<file path="src/rtl/lfc_pkg.sv">
package lfc_pkg;
  localparam int LINE_WORDS = 4;
  localparam int BEAT_W = $clog2(LINE_WORDS);

  typedef enum logic [1:0] {
    ST_IDLE  = 2'd0,
    ST_BURST = 2'd1,
    ST_WRITE = 2'd2
  } fillState_t;

  typedef struct packed {
    logic              loadMiss;
    logic              storeWord;
    logic              firstWord;
    logic [BEAT_W-1:0] beatIdx;
  } fillStrobe_t;
endpackage

</file>
<file path="src/rtl/lfc_datapath.sv">
module lfc_datapath
  import lfc_pkg::*;
#(
  parameter int ADDR_W = 32,
  parameter int WORD_W = 32
) (
  input  logic                       clk,
  input  logic                       rstN,
  input  fillStrobe_t                stb,
  input  logic [ADDR_W-1:0]          missAddr,
  input  logic [WORD_W-1:0]          memData,
  input  logic [ADDR_W-1:0]          snoopAddr,
  output logic                       snoopMatch,
  output logic [ADDR_W-1:0]          memAddr,
  output logic                       cpuValid,
  output logic [WORD_W-1:0]          cpuData,
  output logic [ADDR_W-1:0]          lineAddr,
  output logic [LINE_WORDS*WORD_W-1:0] lineData
);
  localparam int BYTE_OFF = $clog2(WORD_W / 8);
  localparam int LINE_OFF = BYTE_OFF + BEAT_W;
  localparam int TAG_W = ADDR_W - LINE_OFF;

  logic [TAG_W-1:0]  lineBase;
  logic [BEAT_W-1:0] critIdx;
  logic [BEAT_W-1:0] slotIdx;
  logic              cpuValidQ;
  logic [WORD_W-1:0] cpuDataQ;

  always_ff @(posedge clk) begin
    if (!rstN) begin
      lineBase <= '0;
      critIdx  <= '0;
    end else if (stb.loadMiss) begin
      lineBase <= missAddr[ADDR_W-1:LINE_OFF];
      critIdx  <= missAddr[LINE_OFF-1:BYTE_OFF];
    end
  end

  // wrapping word order: critical word first, then modulo the line
  assign slotIdx = critIdx + stb.beatIdx;
  assign memAddr = {lineBase, slotIdx, {BYTE_OFF{1'b0}}};

  genvar w;
  generate
    for (w = 0; w < LINE_WORDS; w++) begin : g_slot
      logic [WORD_W-1:0] slotQ;
      always_ff @(posedge clk) begin
        if (!rstN) begin
          slotQ <= '0;
        end else if (stb.storeWord && slotIdx == BEAT_W'(w)) begin
          slotQ <= memData;
        end
      end
      assign lineData[w*WORD_W +: WORD_W] = slotQ;
    end
  endgenerate

  always_ff @(posedge clk) begin
    if (!rstN) begin
      cpuValidQ <= 1'b0;
      cpuDataQ  <= '0;
    end else begin
      cpuValidQ <= stb.storeWord && stb.firstWord;
      if (stb.storeWord && stb.firstWord) begin
        cpuDataQ <= memData;
      end
    end
  end

  assign cpuValid   = cpuValidQ;
  assign cpuData    = cpuDataQ;
  assign lineAddr   = {lineBase, {LINE_OFF{1'b0}}};
  assign snoopMatch = (snoopAddr[ADDR_W-1:LINE_OFF] == lineBase);
endmodule

</file>
<file path="src/rtl/lfc_control.sv">
module lfc_control
  import lfc_pkg::*;
(
  input  logic        clk,
  input  logic        rstN,
  input  logic        missValid,
  input  logic        memReady,
  input  logic        snoopValid,
  input  logic        snoopMatch,
  output fillStrobe_t stb,
  output logic        missReady,
  output logic        memReq,
  output logic        lineWrEn,
  output logic        fillKilled
);
  localparam logic [BEAT_W-1:0] LAST_BEAT = BEAT_W'(LINE_WORDS - 1);

  fillState_t        state;
  fillState_t        stateNext;
  logic [BEAT_W-1:0] beatQ;
  logic              killedQ;
  logic              snoopHit;
  logic              killNow;

  assign snoopHit = snoopValid && snoopMatch && (state != ST_IDLE);
  assign killNow  = killedQ || snoopHit;

  always_comb begin
    stb.loadMiss  = (state == ST_IDLE) && missValid;
    stb.storeWord = (state == ST_BURST) && memReady;
    stb.firstWord = (beatQ == '0);
    stb.beatIdx   = beatQ;
  end

  always_comb begin
    stateNext = state;
    unique case (state)
      ST_IDLE:  if (missValid) stateNext = ST_BURST;
      ST_BURST: if (memReady && beatQ == LAST_BEAT) stateNext = ST_WRITE;
      ST_WRITE: stateNext = ST_IDLE;
      default:  stateNext = ST_IDLE;
    endcase
  end

  always_ff @(posedge clk) begin
    if (!rstN) begin
      state   <= ST_IDLE;
      beatQ   <= '0;
      killedQ <= 1'b0;
    end else begin
      state <= stateNext;
      if (stb.loadMiss) begin
        beatQ   <= '0;
        killedQ <= 1'b0;
      end else begin
        if (stb.storeWord) beatQ <= beatQ + 1'b1;
        if (snoopHit) killedQ <= 1'b1;
      end
    end
  end

  assign missReady  = (state == ST_IDLE);
  assign memReq     = (state == ST_BURST);
  assign lineWrEn   = (state == ST_WRITE) && !killNow;
  assign fillKilled = (state == ST_WRITE) && killNow;
endmodule

</file>
<file path="src/rtl/line_fill_ctrl.sv">
module line_fill_ctrl
  import lfc_pkg::*;
#(
  parameter int ADDR_W = 32,
  parameter int WORD_W = 32
) (
  input  logic                         clk,
  input  logic                         rstN,
  input  logic                         missValid,
  input  logic [ADDR_W-1:0]            missAddr,
  output logic                         missReady,
  output logic                         cpuValid,
  output logic [WORD_W-1:0]            cpuData,
  output logic                         memReq,
  output logic [ADDR_W-1:0]            memAddr,
  input  logic                         memReady,
  input  logic [WORD_W-1:0]            memData,
  input  logic                         snoopValid,
  input  logic [ADDR_W-1:0]            snoopAddr,
  output logic                         lineWrEn,
  output logic [ADDR_W-1:0]            lineWrAddr,
  output logic [LINE_WORDS*WORD_W-1:0] lineWrData,
  output logic                         fillKilled
);
  fillStrobe_t stb;
  logic        snoopMatch;

  lfc_control u_ctl (
    .clk        (clk),
    .rstN       (rstN),
    .missValid  (missValid),
    .memReady   (memReady),
    .snoopValid (snoopValid),
    .snoopMatch (snoopMatch),
    .stb        (stb),
    .missReady  (missReady),
    .memReq     (memReq),
    .lineWrEn   (lineWrEn),
    .fillKilled (fillKilled)
  );

  lfc_datapath #(.ADDR_W(ADDR_W), .WORD_W(WORD_W)) u_dp (
    .clk        (clk),
    .rstN       (rstN),
    .stb        (stb),
    .missAddr   (missAddr),
    .memData    (memData),
    .snoopAddr  (snoopAddr),
    .snoopMatch (snoopMatch),
    .memAddr    (memAddr),
    .cpuValid   (cpuValid),
    .cpuData    (cpuData),
    .lineAddr   (lineWrAddr),
    .lineData   (lineWrData)
  );
endmodule

</file>
<file path="config.mk">
export PLATFORM = sky130hd
export DESIGN_NAME = line_fill_ctrl
export DESIGN_NICKNAME = d
export VERILOG_FILES = /design/src/rtl/lfc_pkg.sv /design/src/rtl/lfc_datapath.sv /design/src/rtl/lfc_control.sv /design/src/rtl/line_fill_ctrl.sv
export SDC_FILE = /design/constraint.sdc
export NUM_CORES = 1
export LEC_CHECK = 0
export ABC_AREA = 0
export BUFFER_PORTS_ARGS = -buffer_cell sky130_fd_sc_hd__buf_4
export CAP_MARGIN = 20
export CORE_ASPECT_RATIO = 1.2
export CORE_MARGIN = 2
export CORE_UTILIZATION = 43
export DETAILED_ROUTE_END_ITERATION = 10
export PLACE_DENSITY = 0.73
export SKIP_LAST_GASP = 1
export SLEW_MARGIN = 20
export SYNTH_ARGS = -nofsm -noshare
export SYNTH_HDL_FRONTEND = slang
export SYNTH_SLANG_ARGS = --single-unit
</file>
<file path="constraint.sdc">
create_clock -name clk -period 1.84 [get_ports clk]
set_input_delay 0.276 -clock clk [delete_from_list [all_inputs] [get_ports clk]]
set_output_delay 0.276 -clock clk [all_outputs]
set_load 0.1 [all_outputs]
</file>
==> qor.yml <==
status:
  status: "finished with violations"
  violations: "negative setup slack"
floorplanning:
  die_w_um: 126
  rows: 53
  ios: 330
  initial_core_util: 0.439
  dieArea_um2: 18900
  die_h_um: 150
  core-area_um2: 17500
setup_path:
  critPathTopFamily: "simple AND/OR/NAND/NOR gates"
  rr_startpoint: "u_ctl.beatQ[0]$_SDFFE_PP0P_"
  critPathKind: "flop to primary output"
  slowest_stage: "nor4_4"
  start_kind: "flop"
  cp-startpoint: "u_dp.lineBase[16]$_SDFFE_PN0P_"
  max_stage_delay_ns: 0.38
  critical_path.max_fanout: 3
  cp.arrival_ns: 2.15
  crit_required_ns: 1.56
  cp-end-kind: "primary output"
  path_buf_inv: 1
  path_cells: "xnor2_2, nand4_1, nor4_4, a41oi_4, nor3b_4, buf_12"
cts:
  root_buffer: "clkbuf_16"
  htreeDepth: 4
  clk_path_buf_depth: 2
  insertion_delay_ns: 0.43
  cts.sinks: 196
  cts_tree: "built"
  cts.clk_slew.worst_paths_ns: 0.07
  cts_hold_buf: 0
  cts_buffers: 17
drt:
  wire_per_inst_um: 20.2
  drt_iter0_markers: 365
  first_pass_iters: 4
  ant_nets: 0
  routed_wl_um: 29400
  drc: 0
  vias: 7517
  vias_per_cell: 5.17
sta:
  grt_setup_unrepaired: "true"
  setup_slack_ns: -0.584
  hold_viol: 0
  fin_tns_setup_ns: -12.57
  maxClockFrequency_ghz: 0.413
  setup_violations: 125
  period_share: 1.32
  maxSlewViolCount: 0
  finalCriticalPeriod_ns: 2.42
  finClkSkew_ns: 0.00921
final_layout:
  multi_input_area_um2: 4250
  nFillCells: 1324
  area_delta_synth_final_pct: 66.8
  final_cell_area_um2: 12800
  layout_common_cells: "buf_4 (356), nand2_1 (229), dfxtp_1 (164), a21boi_1 (73), nand2_4 (56)"
  layout.area.seq_um2: 4030
  layout.nets: 1323
  drive_gt1_frac: 0.534
  final_common_cell: "buf_4"
global_routing:
  grt_max_degree: 112
  antenna_found_initial: 3
  grt_pass1_wl_um: 39000
  grt_overflow: 0
  grt_pass1_vias: 6951
  grtUsageTotal: 0.268
synthesis:
  ys_seq_elements: 196
  synth.avg_cell_area_um2: 8.74
  synth_edf_count: 0
  ys_types: 32
  synthesis.instances: 879
  syn_area_um2: 7680
  synth_flop_cell: "dfxtp_1"
  seq_area_frac_synth: 0.511
  ys_async_sr_fraction: 0
  yosys_warnings: 0
power_and_ir_drop:
  cellPowerDensity_nw_per_um2: 868
  p_total_w: 0.0111
  irDropWorstVdd_uv: 623
  p_leak_nw: 5.49
placement:
  globalplace.congestion: 0.862
  dpl_cell_area_um2: 10600
  portBuffers: 317
  place.detailed.hpwl_um: 18500
hold_path:
  hold_class: "input port to flop"
  min_from: "missAddr[12]"
flow_run:
  cap_violations: 0
stage by stage:
| step | util | hold slack (ns) | worst slack, ns | instances |
|---|---|---|---|---|
| final | 0.732 | 0.0553 | -0.584 | 1454 |
| after global routing | 0.731 | 0.0391 | -0.686 | 1453 |
| after CTS | 0.653 | 0.0379 | -0.585 | 1424 |
| after detailed placement | 0.605 | 0.443 | -0.368 | 1386 |
| after global placement | 0.605 | 0.437 | -0.355 | 1386 |
| after floorplan | - | 0.401 | -0.568 | 884 |
synth_stat cells (2+ instances only):
master / n / area (µm²)
nor3_2: 2 / 20.0
xnor2_1: 17 / 149
and2_1: 2 / 12.5
nand2_1: 329 / 1230
nor4_1: 4 / 25.0
nand4_1: 4 / 25.0
buf_2: 22 / 110
a21boi_1: 52 / 390
a21oi_1: 2 / 10.0
ha_1: 3 / 37.5
xor2_1: 11 / 96.3
buf_1: 3 / 11.3
a22o_1: 30 / 263
and3_1: 2 / 12.5
nor2_1: 7 / 26.3
inv_1: 2 / 7.51
or3_1: 2 / 12.5
nand3_1: 2 / 10.0
a21boi_0: 108 / 811
buf_4: 34 / 255
and3b_1: 2 / 17.5
dfxtp_1: 196 / 3920
clkbuf_1: 34 / 128
metal layers:
layer / GRT usage / share of wire / vias to the layer above
met5: 0 / 0.00044 / -
met4: 0.105 / 0.031 / 2
met3: 0.0842 / 0.094 / 52
met2: 0.460 / 0.50 / 317
met1: 0.312 / 0.37 / 3614
li1: - / - / 3532
path summary, 6_finish.rpt:
check	to	slack, ns	depth (start not counted)
worst max register to register	u_dp.g_slot[2].slotQ[8]$_SDFFE_PN0P_	-0.15	9
worst max-delay path	fillKilled	-0.58	6
worst min-delay path	u_dp.lineBase[8]$_SDFFE_PN0P_	0.06	2
worst min register to register	u_dp.g_slot[3].slotQ[17]$_SDFFE_PN0P_	0.45	2
power by group:
| part | switching [W] | total (W) | internal [W] | leakage (nW) |
|---|---|---|---|---|
| logic | 0.00214 | 0.00299 | 0.000850 | 3.60 |
| registers | 0.000119 | 0.00450 | 0.00438 | 1.61 |
| clock network | 0.00166 | 0.00363 | 0.00198 | 0.283 |
layout make-up:
cell class              instances  area share
repair buffers                409       0.285
clock inverters                 8     0.00479
diodes                          2    0.000391
multi-input cells             592       0.332
inverters                       3     0.00127
clock buffers                  24      0.0401
flip-flops and latches        196       0.315
well taps                     220      0.0215
logic make-up (layout without fill, tap and decap cells):
group / Yosys count / after routing / synth area share
AND/OR/NAND/NOR: 359 / 359 / 0.185
flip-flops: 196 / 196 / 0.511
AO/OA/AOI/OAI: 194 / 194 / 0.194
buffers and inverters: 96 / 444 / 0.0671
XOR/XNOR: 30 / 30 / 0.0376
adder cells (fa/ha/maj): 3 / 3 / 0.00489
other: 1 / 8 / 0.000488
state kept, by name, summed over array words and instances, names as in the netlist:
signal,cells
u_ctl.state,2
u_dp.cpuData,32
u_dp.critIdx,2
u_dp.g_slot.slotQ,128
u_dp.cpuValid,1
u_dp.lineBase,28
u_ctl.killedQ,1
u_ctl.beatQ,2
worst register-to-register path: cells and delay by family (launching register included):
family	cells	cell delay (ns)
AND/OR/NAND/NOR	2	0.54
buffers and inverters	3	0.47
flip-flops	1	0.34
XOR/XNOR	2	0.30
adder cells (fa/ha/maj)	1	0.17
AO/OA/AOI/OAI	1	0.05
what timing repair did:
action                                  CTS  global route
resized for setup                        30           302
endpoints found under the setup margin   44           131
pin swaps                                14           174
cloned                                    2            18
buffers inserted                          4            10
(Power assumes the default switching activity.)
